### config.mk
export PLATFORM = sky130hd
export DESIGN_NAME = commit_node_arbiter
export DESIGN_NICKNAME = d
export VERILOG_FILES = /design/src/rtl/commit_arb_pkg.sv /design/src/rtl/cna_node_arb.sv /design/src/rtl/cna_req_ctrl.sv /design/src/rtl/commit_node_arbiter.sv
export SDC_FILE = /design/constraint.sdc
export NUM_CORES = 1
export LEC_CHECK = 0
export BUFFER_PORTS_ARGS = -buffer_cell sky130_fd_sc_hd__buf_2
export CAP_MARGIN = 20
export CELL_PAD_IN_SITES_DETAIL_PLACEMENT = 0
export CELL_PAD_IN_SITES_GLOBAL_PLACEMENT = 2
export CORE_UTILIZATION = 36
export CTS_BUF_LIST = sky130_fd_sc_hd__clkbuf_2
export CTS_CLUSTER_SIZE = 20
export DETAILED_ROUTE_END_ITERATION = 10
export PLACE_DENSITY = 0.91
export RECOVER_POWER = 25
export SLEW_MARGIN = 25
export SYNTH_ARGS = -nofsm -noshare
export SYNTH_HDL_FRONTEND = slang
export SYNTH_SLANG_ARGS = --single-unit
### constraint.sdc
create_clock -name clk -period 8.3 [get_ports clk]
set_input_delay 1.245 -clock clk [delete_from_list [all_inputs] [get_ports clk]]
set_output_delay 1.245 -clock clk [all_outputs]
set_load 0.03 [all_outputs]
### src/rtl/commit_arb_pkg.sv
package commit_arb_pkg;

    // Life cycle of one requester's acquisition.
    typedef enum logic [1:0] {
        RQ_IDLE  = 2'd0,   // no request in flight
        RQ_GRAB  = 2'd1,   // one-cycle attempt on the whole set
        RQ_CLIMB = 2'd2,   // ascending, one node per cycle
        RQ_HOLD  = 2'd3    // full set held, may commit
    } rq_state_e;

    // Registered state of one requester.
    typedef struct packed {
        rq_state_e   st;
        logic [31:0] set;
        logic [31:0] held;
    } rq_view_t;

    // Keep only the least significant set bit of a 32-bit word.
    function automatic logic [31:0] lsb_only(input logic [31:0] v);
        return v & (~v + 32'd1);
    endfunction

endpackage

### src/rtl/cna_node_arb.sv
module cna_node_arb #(
    parameter int NUM_REQ = 4
) (
    input  logic [NUM_REQ-1:0] want_i,
    input  logic               busy_i,
    output logic [NUM_REQ-1:0] grant_o
);
    localparam logic [NUM_REQ-1:0] ONE = NUM_REQ'(1);

    // Fixed priority: lowest requester index wins a free node.
    always_comb begin
        if (busy_i) grant_o = '0;
        else        grant_o = want_i & (~want_i + ONE);
    end
endmodule

### src/rtl/cna_req_ctrl.sv
module cna_req_ctrl
    import commit_arb_pkg::*;
#(
    parameter int NUM_NODES = 8
) (
    input  logic                 clk,
    input  logic                 rst,
    input  logic                 valid_i,
    input  logic                 spec_i,
    input  logic [NUM_NODES-1:0] set_i,
    input  logic                 done_i,
    input  logic [NUM_NODES-1:0] grant_i,
    output logic [NUM_NODES-1:0] want_o,
    output logic [NUM_NODES-1:0] held_o,
    output logic                 ready_o
);
    localparam logic [NUM_NODES-1:0] ONE = NUM_NODES'(1);

    rq_state_e            st_q, st_d;
    logic [NUM_NODES-1:0] set_q, set_d, held_q, held_d;
    logic [NUM_NODES-1:0] remain, target, miss, miss_lsb, keep;

    always_comb begin
        remain   = set_q & ~held_q;
        target   = remain & (~remain + ONE);
        miss     = set_q & ~grant_i;
        miss_lsb = miss & (~miss + ONE);
        keep     = grant_i & (miss_lsb - ONE);   // granted nodes below first refusal

        want_o = '0;
        st_d   = st_q;
        set_d  = set_q;
        held_d = held_q;

        if (done_i && st_q != RQ_IDLE) begin
            st_d   = RQ_IDLE;
            held_d = '0;
        end else begin
            unique case (st_q)
                RQ_IDLE: begin
                    if (valid_i) begin
                        set_d  = set_i;
                        held_d = '0;
                        st_d   = spec_i ? RQ_GRAB : RQ_CLIMB;
                    end
                end
                RQ_GRAB: begin
                    want_o = set_q;
                    if (miss == '0) begin
                        held_d = set_q;
                        st_d   = RQ_HOLD;
                    end else begin
                        held_d = keep;
                        st_d   = RQ_CLIMB;
                    end
                end
                RQ_CLIMB: begin
                    want_o = target;
                    if (remain == '0) begin
                        st_d = RQ_HOLD;
                    end else begin
                        held_d = held_q | (grant_i & target);
                        if ((remain & ~grant_i) == '0) st_d = RQ_HOLD;
                    end
                end
                default: ;
            endcase
        end
    end

    always_ff @(posedge clk) begin
        if (rst) begin
            st_q   <= RQ_IDLE;
            set_q  <= '0;
            held_q <= '0;
        end else begin
            st_q   <= st_d;
            set_q  <= set_d;
            held_q <= held_d;
        end
    end

    assign held_o  = held_q;
    assign ready_o = (st_q == RQ_HOLD);

    // while climbing, nodes are never lost and at most one is added per edge
    assert_climb_step_R3: assert property (@(posedge clk) disable iff (rst)
        (st_q == RQ_CLIMB && !done_i) |=>
            (((held_q & $past(held_q)) == $past(held_q)) &&
             ($countones(held_q ^ $past(held_q)) <= 1)));

    // commit permission only with the complete set in hand
    assert_ready_full_R4: assert property (@(posedge clk) disable iff (rst)
        (st_q == RQ_HOLD) |-> (held_q == set_q));

    // done empties the requester on the same edge
    assert_done_frees_R9: assert property (@(posedge clk) disable iff (rst)
        (done_i && st_q != RQ_IDLE) |=> (held_q == '0 && st_q == RQ_IDLE));

    // a new request while holding changes nothing
    assert_busy_ignores_valid_R10: assert property (@(posedge clk) disable iff (rst)
        (valid_i && !done_i && st_q == RQ_HOLD) |=>
            ($stable(set_q) && $stable(held_q) && st_q == RQ_HOLD));
endmodule

### src/rtl/commit_node_arbiter.sv
module commit_node_arbiter
    import commit_arb_pkg::*;
#(
    parameter int NUM_REQ   = 4,
    parameter int NUM_NODES = 8
) (
    input  logic                           clk,
    input  logic                           rst,
    input  logic [NUM_REQ-1:0]             req_valid_i,
    input  logic [NUM_REQ-1:0]             req_spec_i,
    input  logic [NUM_REQ*NUM_NODES-1:0]   req_set_i,
    input  logic [NUM_REQ-1:0]             done_i,
    output logic [NUM_REQ-1:0]             ready_o,
    output logic [NUM_REQ*NUM_NODES-1:0]   held_o,
    output logic [NUM_NODES-1:0]           node_busy_o
);
    logic [NUM_REQ-1:0][NUM_NODES-1:0] want_rn, held_rn, grant_rn;
    logic [NUM_NODES-1:0][NUM_REQ-1:0] want_nr, held_nr, grant_nr;

    // Requester-major to node-major views and back.
    always_comb begin
        for (int r = 0; r < NUM_REQ; r++) begin
            for (int n = 0; n < NUM_NODES; n++) begin
                want_nr[n][r]  = want_rn[r][n];
                held_nr[n][r]  = held_rn[r][n];
                grant_rn[r][n] = grant_nr[n][r];
            end
        end
    end

    for (genvar r = 0; r < NUM_REQ; r++) begin : g_req
        cna_req_ctrl #(.NUM_NODES(NUM_NODES)) u_req (
            .clk     (clk),
            .rst     (rst),
            .valid_i (req_valid_i[r]),
            .spec_i  (req_spec_i[r]),
            .set_i   (req_set_i[r*NUM_NODES +: NUM_NODES]),
            .done_i  (done_i[r]),
            .grant_i (grant_rn[r]),
            .want_o  (want_rn[r]),
            .held_o  (held_rn[r]),
            .ready_o (ready_o[r])
        );
        assign held_o[r*NUM_NODES +: NUM_NODES] = held_rn[r];
    end

    for (genvar n = 0; n < NUM_NODES; n++) begin : g_node
        assign node_busy_o[n] = |held_nr[n];

        cna_node_arb #(.NUM_REQ(NUM_REQ)) u_arb (
            .want_i  (want_nr[n]),
            .busy_i  (node_busy_o[n]),
            .grant_o (grant_nr[n])
        );

        // owner registers of different requesters never overlap on a node
        assert_node_exclusive_R2: assert property (@(posedge clk) disable iff (rst)
            $onehot0(held_nr[n]));
    end
endmodule

Word level (Yosys, flattened, before mapping) --
Cells that the tools add are included. W data, S select, Z words.
Word-level totals: word-level logic and storage cells 232, output and inout port bits 44, bits of input ports 46, register bits 72
Cells by class: add/subtract/negate cells 20, mux-type cells 56, bitwise gates (word level) 68, equal/unequal tests 24, reductions and logical operators 52
Operators with widths (count):
- $and A8 B8 Y8 | 28
- $mux W8 | 16
- $not A8 Y8 | 16
- $logic_not A8 Y1 | 12
- $pmux W8 S3 | 4
- $add A8 B1 Y8 const B | 8
- $pmux W8 S2 | 4
- $reduce_and A3 Y1 | 12
- $add A4 B1 Y4 const B | 8
- $and A4 B4 Y4 | 8
- $mux W2 | 16
- $mux W4 | 8
- $not A4 Y4 | 8
- $or A8 B8 Y8 | 4
- $reduce_or A4 Y1 | 8
- $sub A8 B1 Y8 const B | 4
- $pmux W2 S3 | 4
- $eq A2 B2 Y1 const B | 8
- $ne A2 B2 Y1 const B | 8
- $ne A3 B1 Y1 const B | 4
- $reduce_bool A3 Y1 | 4
- $eq A2 B1 Y1 const B | 4
- $logic_not A2 Y1 | 4
- $reduce_bool A2 Y1 | 4
- 4 further kinds | 16

Depth between registers and ports, before layout --
depth after elaboration 20, mapped depth 12, gate-level depth less buffers 11

Hierarchy --
From an unflattened synthesis, not the netlist that was laid out.
Second synthesis, totals: cell total of the unflattened synthesis 717, area, all modules 5582.9 sq um
Modules (own cells, without submodules):
- cna_req_ctrl at g_req[0].u_req ... | area an instance 1277.5 sq um, cells each 166, seq. area each 360.3 sq um, times used 3
- cna_req_ctrl at g_req[3].u_req | area an instance 1310.0 sq um, cells each 171, seq. area each 360.3 sq um, times used 1
- cna_node_arb | area an instance 47.5 sq um, cells each 5, seq. area each 0.0 sq um, times used 8
- commit_node_arbiter | area an instance 60.1 sq um, cells each 8, seq. area each 0.0 sq um, times used 1

Worst setup path after synthesis --
OpenSTA, ideal clock, no wires.
path type input to register, start in done_i[0], end reg g_req[3].u_req.held_q[6], path buffers 1, arrival time 3.530 ns, setup time 0.070 ns, data required time 8.230 ns, setup slack 4.700 ns, cell stages on the path 10, cell sequence nand2b_4 buf_6 and2_4 and3_1 a311o_1 or4b_4 a2111oi_4 a22oi_1 or3_1 a21oi_1
Between the ends: cells in the longest elaborated chain, start to end 15, elaborated cells between the ends (all ways) 47, those cells by class 10 x add/sub; 12 x mux; 23 x bitwise; 2 x reduce/logical
RTL lines:
- from (decl) | line commit_node_arbiter.sv:12 | input logic [NUM_REQ-1:0] done_i,
- $logic_and A1 B1 Y1 * | line cna_req_ctrl.sv:35 | if (done_i && st_q != RQ_IDLE) begin
- $mux W8 * | line cna_req_ctrl.sv:35
- $not A4 Y4 | line cna_node_arb.sv:13 | else grant_o = want_i & (~want_i + ONE);
- $add A4 B1 Y4 | line cna_node_arb.sv:13
- $and A4 B4 Y4 | line cna_node_arb.sv:13
- $mux W4 | line cna_node_arb.sv:12 | if (busy_i) grant_o = '0;
- $not A8 Y8 | line cna_req_ctrl.sv:26 | miss = set_q & ~grant_i;
- $and A8 B8 Y8 | line cna_req_ctrl.sv:26
- $not A8 Y8 | line cna_req_ctrl.sv:27 | miss_lsb = miss & (~miss + ONE);
- $add A8 B1 Y8 | line cna_req_ctrl.sv:27
- $and A8 B8 Y8 | line cna_req_ctrl.sv:27
- $sub A8 B1 Y8 | line cna_req_ctrl.sv:28 | keep = grant_i & (miss_lsb - ONE);
- $and A8 B8 Y8 | line cna_req_ctrl.sv:28
- $mux W8 | line cna_req_ctrl.sv:49 | if (miss == '0) begin
- $pmux W8 S3 * | line cna_req_ctrl.sv:39 | unique case (st_q)
- to (signal assigned) | line cna_req_ctrl.sv:79 | held_q <= held_d;
- to (decl) | line cna_req_ctrl.sv:20 | logic [NUM_NODES-1:0] set_q, set_d, held_q, held_d;
Every way passes the cells marked *; elsewhere a longest branch is shown, timed or not. The select of a mux whose other input is x is not followed. A chain may end at the register's enable or synchronous reset.

Final worst setup path --
start reg g_req[0].u_req.st_q[0], end reg g_req[2].u_req.st_q[0]
Between the ends: cells in the longest elaborated chain, start to end 12, elaborated cells between the ends (all ways) 47, those cells by class 8 x add/sub; 3 x eq/ne; 12 x mux; 19 x bitwise; 5 x reduce/logical
RTL lines:
- from (decl) | line cna_req_ctrl.sv:19 | rq_state_e st_q, st_d;
- from (signal assigned) | line cna_req_ctrl.sv:77 | st_q <= st_d;
- $eq A2 B2 Y1 (tied with other cells) | line cna_req_ctrl.sv:39
- $pmux W8 S2 or $logic_and A1 B1 Y1 (tied branches) | line cna_req_ctrl.sv:39, cna_req_ctrl.sv:35
- $mux W8 * | line cna_req_ctrl.sv:35
- $not A4 Y4 | line cna_node_arb.sv:13
- $add A4 B1 Y4 | line cna_node_arb.sv:13
- $and A4 B4 Y4 | line cna_node_arb.sv:13
- $mux W4 | line cna_node_arb.sv:12
- $not A8 Y8 * | line cna_req_ctrl.sv:26, cna_req_ctrl.sv:63
- $and A8 B8 Y8 (on tied branches) | line cna_req_ctrl.sv:63, cna_req_ctrl.sv:26
- $logic_not A8 Y1 (on tied branches) | line cna_req_ctrl.sv:63, cna_req_ctrl.sv:49
- $ne A3 B1 Y1 (no source line) or $mux W1 (tied branches)
- $reduce_and A3 Y1 (no source line) or $pmux W2 S3 (tied branches)
- to (signal assigned) | line cna_req_ctrl.sv:77
- to (decl) | line cna_req_ctrl.sv:19
Every way passes the cells marked *; elsewhere a longest branch is shown, timed or not.

==> summary.txt <==
Run status
  – Outcome: finished, violations left
  – Failing checks: DRC

Clock tree
  – Clock buffer depth: 2
  – Worst-path clk slew: 0.19 ns
  – Postcts setup bufs: 0
  – Htree depth: 3
  – Clock Latency Late Sink: 0.61 ns
  – Post-CTS Resized: 0
  – CTS buffer count: 9
  – TritonCTS clock tree: yes
  – Root buf cell: clkbuf_2
  – Hold_buf cts: 0
  – # clock sinks: 72

Timing
  – Final min period: 3.80 ns
  – Clk_skew: 0.0287 ns
  – Measured slew at the worst slew-check pin: 1.08 ns
  – Worst hold margin: 0.498 ns
  – # setup viols final: 0
  – Max frequency: 0.263 GHz
  – Post-route setup slack: 4.50 ns
  – Sum of negative setup slack: 0 ns
  – Max_slew headroom: 0.274
  – RSZ-0062 raised after global routing: no
  – Hold Violations, Final: 0
  – Max-slew violation count: 0
  – Fin crit share: 0.457

Power and ir drop
  – Leak pwr: 2.39 nW
  – PD cells: 247 nW/um^2
  – Max VDD drop: 128 uV

Placement
  – IO buf count: 89
  – GP Congestion: 0.960
  – DP Worst Slack: 4.15 ns
  – DP HPWL: 15,200 microns
  – DP Cell Count: 993
  – Post-DP Area: 5940 sq um

Critical path
  – Reg2reg end: g_req[2].u_req.st_q[0]
  – Origin of the critical flop-to-flop path: g_req[0].u_req.st_q[0]
  – CP Capture Point: g_req[2].u_req.st_q[0]
  – Crit path arrival time: 4.32 ns
  – CP max-delay cell: nor3_1
  – R2r worst-path depth: 11
  – CP Capture Type: flip-flop
  – Slowest stage delay, CP: 0.52 ns
  – Flop2flop setup slack: 4.50 ns
  – Critical Path RT: 8.82 ns
  – CP Max Fanout: 11
  – Critical Path Source Type: flip-flop
  – CP Launch Point: g_req[0].u_req.st_q[0]
  – Critical path class: reg -> reg
  – CP cell instances: inv_1 > ha_1 > nand2b_4 > nand2_1 > o311ai_0 > nor3_1 > o221ai_1 > a221oi_1 > nor3b_1 > o22ai_1 > o31ai_1

GRT
  – Largest net degree at the start of global routing: 41
  – GR Util met1: 0.325
  – Met3 usage: 0.0449
  – GRT overflow: 0
  – Overall routing resource usage: 0.251
  – M2 GR Usage: 0.415
  – GRT busiest layer: met2
  – First-pass GRT wire length: 30,800 microns
  – Vias in the first global route: 5,769
  – Antenna violations before repair: 0

Routing
  – Pre-antenna DRT Iters: 8
  – Iter 0 DRT Violations: 560
  – Routed Antenna Nets: 0
  – Number of vias per cell: 6.08
  – WL final: 19,400 microns
  – WL per Instance: 19.2 microns
  – DRC viols: 5
  – Vias: 6,132

Logic synthesis
  – Most frequent cell after synthesis: nand2_1
  – #FFs+latches synth: 72
  – Post-Syn Nets: 824
  – Synth top cells by count: nand2_1 (89), a21oi_1 (73), dfxtp_1 (72)
  – Largest cells by area after synthesis: dfxtp_1 (26%), a21oi_1 (6.7%), nand2_1 (6.1%)
  – Cell variety after synth: 72
  – Primary FF master, synth: dfxtp_1
  – Cell taking the most area after synthesis: dfxtp_1
  – Yosys warning total: 0
  – Async set-or-reset flop fraction in the synthesized netlist: 0
  – Synthesized area per cell: 7.18 sq um
  – Share of the synthesized area in the top cell type: 0.263
  – Cells after Synth: 762
  – EDFF count, synth: 0
  – Sequential fraction of the synthesis area: 0.263
  – Mapped cell area: 5470 sq um

Flow run
  – Max_cap viols: 0

Floorplanning
  – Die X: 125 microns
  – Placement Rows: 44
  – Initial core utilization: 0.372
  – Chip Height: 125 microns
  – Die ar.: 15,700 sq um
  – Core Region: 14,700 sq um
  – I/O pins: 90

Min path
  – Min-delay worst type: reg -> reg

Final layout
  – Number of diodes: 0
  – Layout cells sized above 1: 0.138
  – # nets final: 882
  – Fin cells: 1,009
  – Fin area: 6020 sq um
  – Area grow syn2layout: 10.1%
-- cell families after synthesis --
group                    after synthesis  synth area share
AND/OR/NAND/NOR                      366             0.354
AO/OA/AOI/OAI                        222             0.277
flip-flops                            72             0.263
buffers and inverters                 86            0.0686
adder cells (fa/ha/maj)               16            0.0366
-- worst min-delay path by stage --
stage / from / endpoint / depth (start not counted)
5_1_grt: g_req[3].u_req.set_q[4] / g_req[3].u_req.set_q[4] / 2
2_1_floorplan: g_req[3].u_req.set_q[4] / g_req[3].u_req.set_q[4] / 2
3_3_place_gp: g_req[3].u_req.set_q[4] / g_req[3].u_req.set_q[4] / 2
3_5_place_dp: g_req[3].u_req.set_q[4] / g_req[3].u_req.set_q[4] / 2
6_report: g_req[3].u_req.set_q[4] / g_req[3].u_req.set_q[4] / 2
4_1_cts: g_req[3].u_req.set_q[4] / g_req[3].u_req.set_q[4] / 2
-- sequential cells by signal (all words and copies together) (netlist names) --
name                cells
g_req.u_req.st_q        8
g_req.u_req.held_o     32
g_req.u_req.set_q      32
-- routing by layer --
layer | part of all wire | up-vias
li1 | - | 2937
met1 | 0.45 | 2907
met2 | 0.47 | 248
met3 | 0.053 | 40
met4 | 0.028 | 0
met5 | 0 | -
-- cells in the final DEF, fill, tap and decap left out, types with 7 or more instances in the layout --
| cell type | n |
|---|---|
| nor4_1 | 12 |
| a22oi_1 | 8 |
| a211oi_1 | 10 |
| dfxtp_1 | 72 |
| o31ai_1 | 10 |
| inv_1 | 43 |
| nand2_1 | 89 |
| ha_1 | 16 |
| nand4_1 | 16 |
| nor2_1 | 45 |
| nor3b_1 | 9 |
| nor3_1 | 20 |
| o22ai_1 | 8 |
| a21oi_1 | 73 |
| nor2b_1 | 36 |
| o2111ai_1 | 7 |
| clkbuf_2 | 12 |
| nand3_1 | 61 |
| o21ai_0 | 24 |
| nand2b_1 | 37 |
| buf_2 | 89 |
| and3_1 | 7 |
| a31oi_1 | 10 |
-- worst max-delay path: cells and delay by family, from the launching register on --
family | cells | cell delay, ns
AOI/OAI and AO/OA | 5 | 1.43
adders and majority gates | 1 | 0.34
buffers and inverters | 1 | 0.09
and+or+nand+nor | 4 | 1.43
DFF | 1 | 0.43
-- cell type report --
type                            instances  area [sq um]
Clock buffer                           12          60.1
Tap cell                              184           230
Sequential cell                        72          1440
Clock inverter                          4          21.3
Fill cell                            1595          8680
Inverter                               43           161
Multi-Input combinational cell        604          3660
Timing Repair Buffer                   90           453
-- metrics by stage --
step,util,power (W)
after global placement,0.404,0.00130
after CTS,0.410,0.00148
after floorplan,-,0.00109
final,0.410,0.00149
after global routing,0.410,0.00161
after detailed placement,0.404,0.00130
-- power breakdown --
group	internal [W]	switching, W
combinational	0.000283	0.000585
sequential	0.000388	0.0000567
clock	0.0000411	0.000134
(Power assumes the default switching activity.)
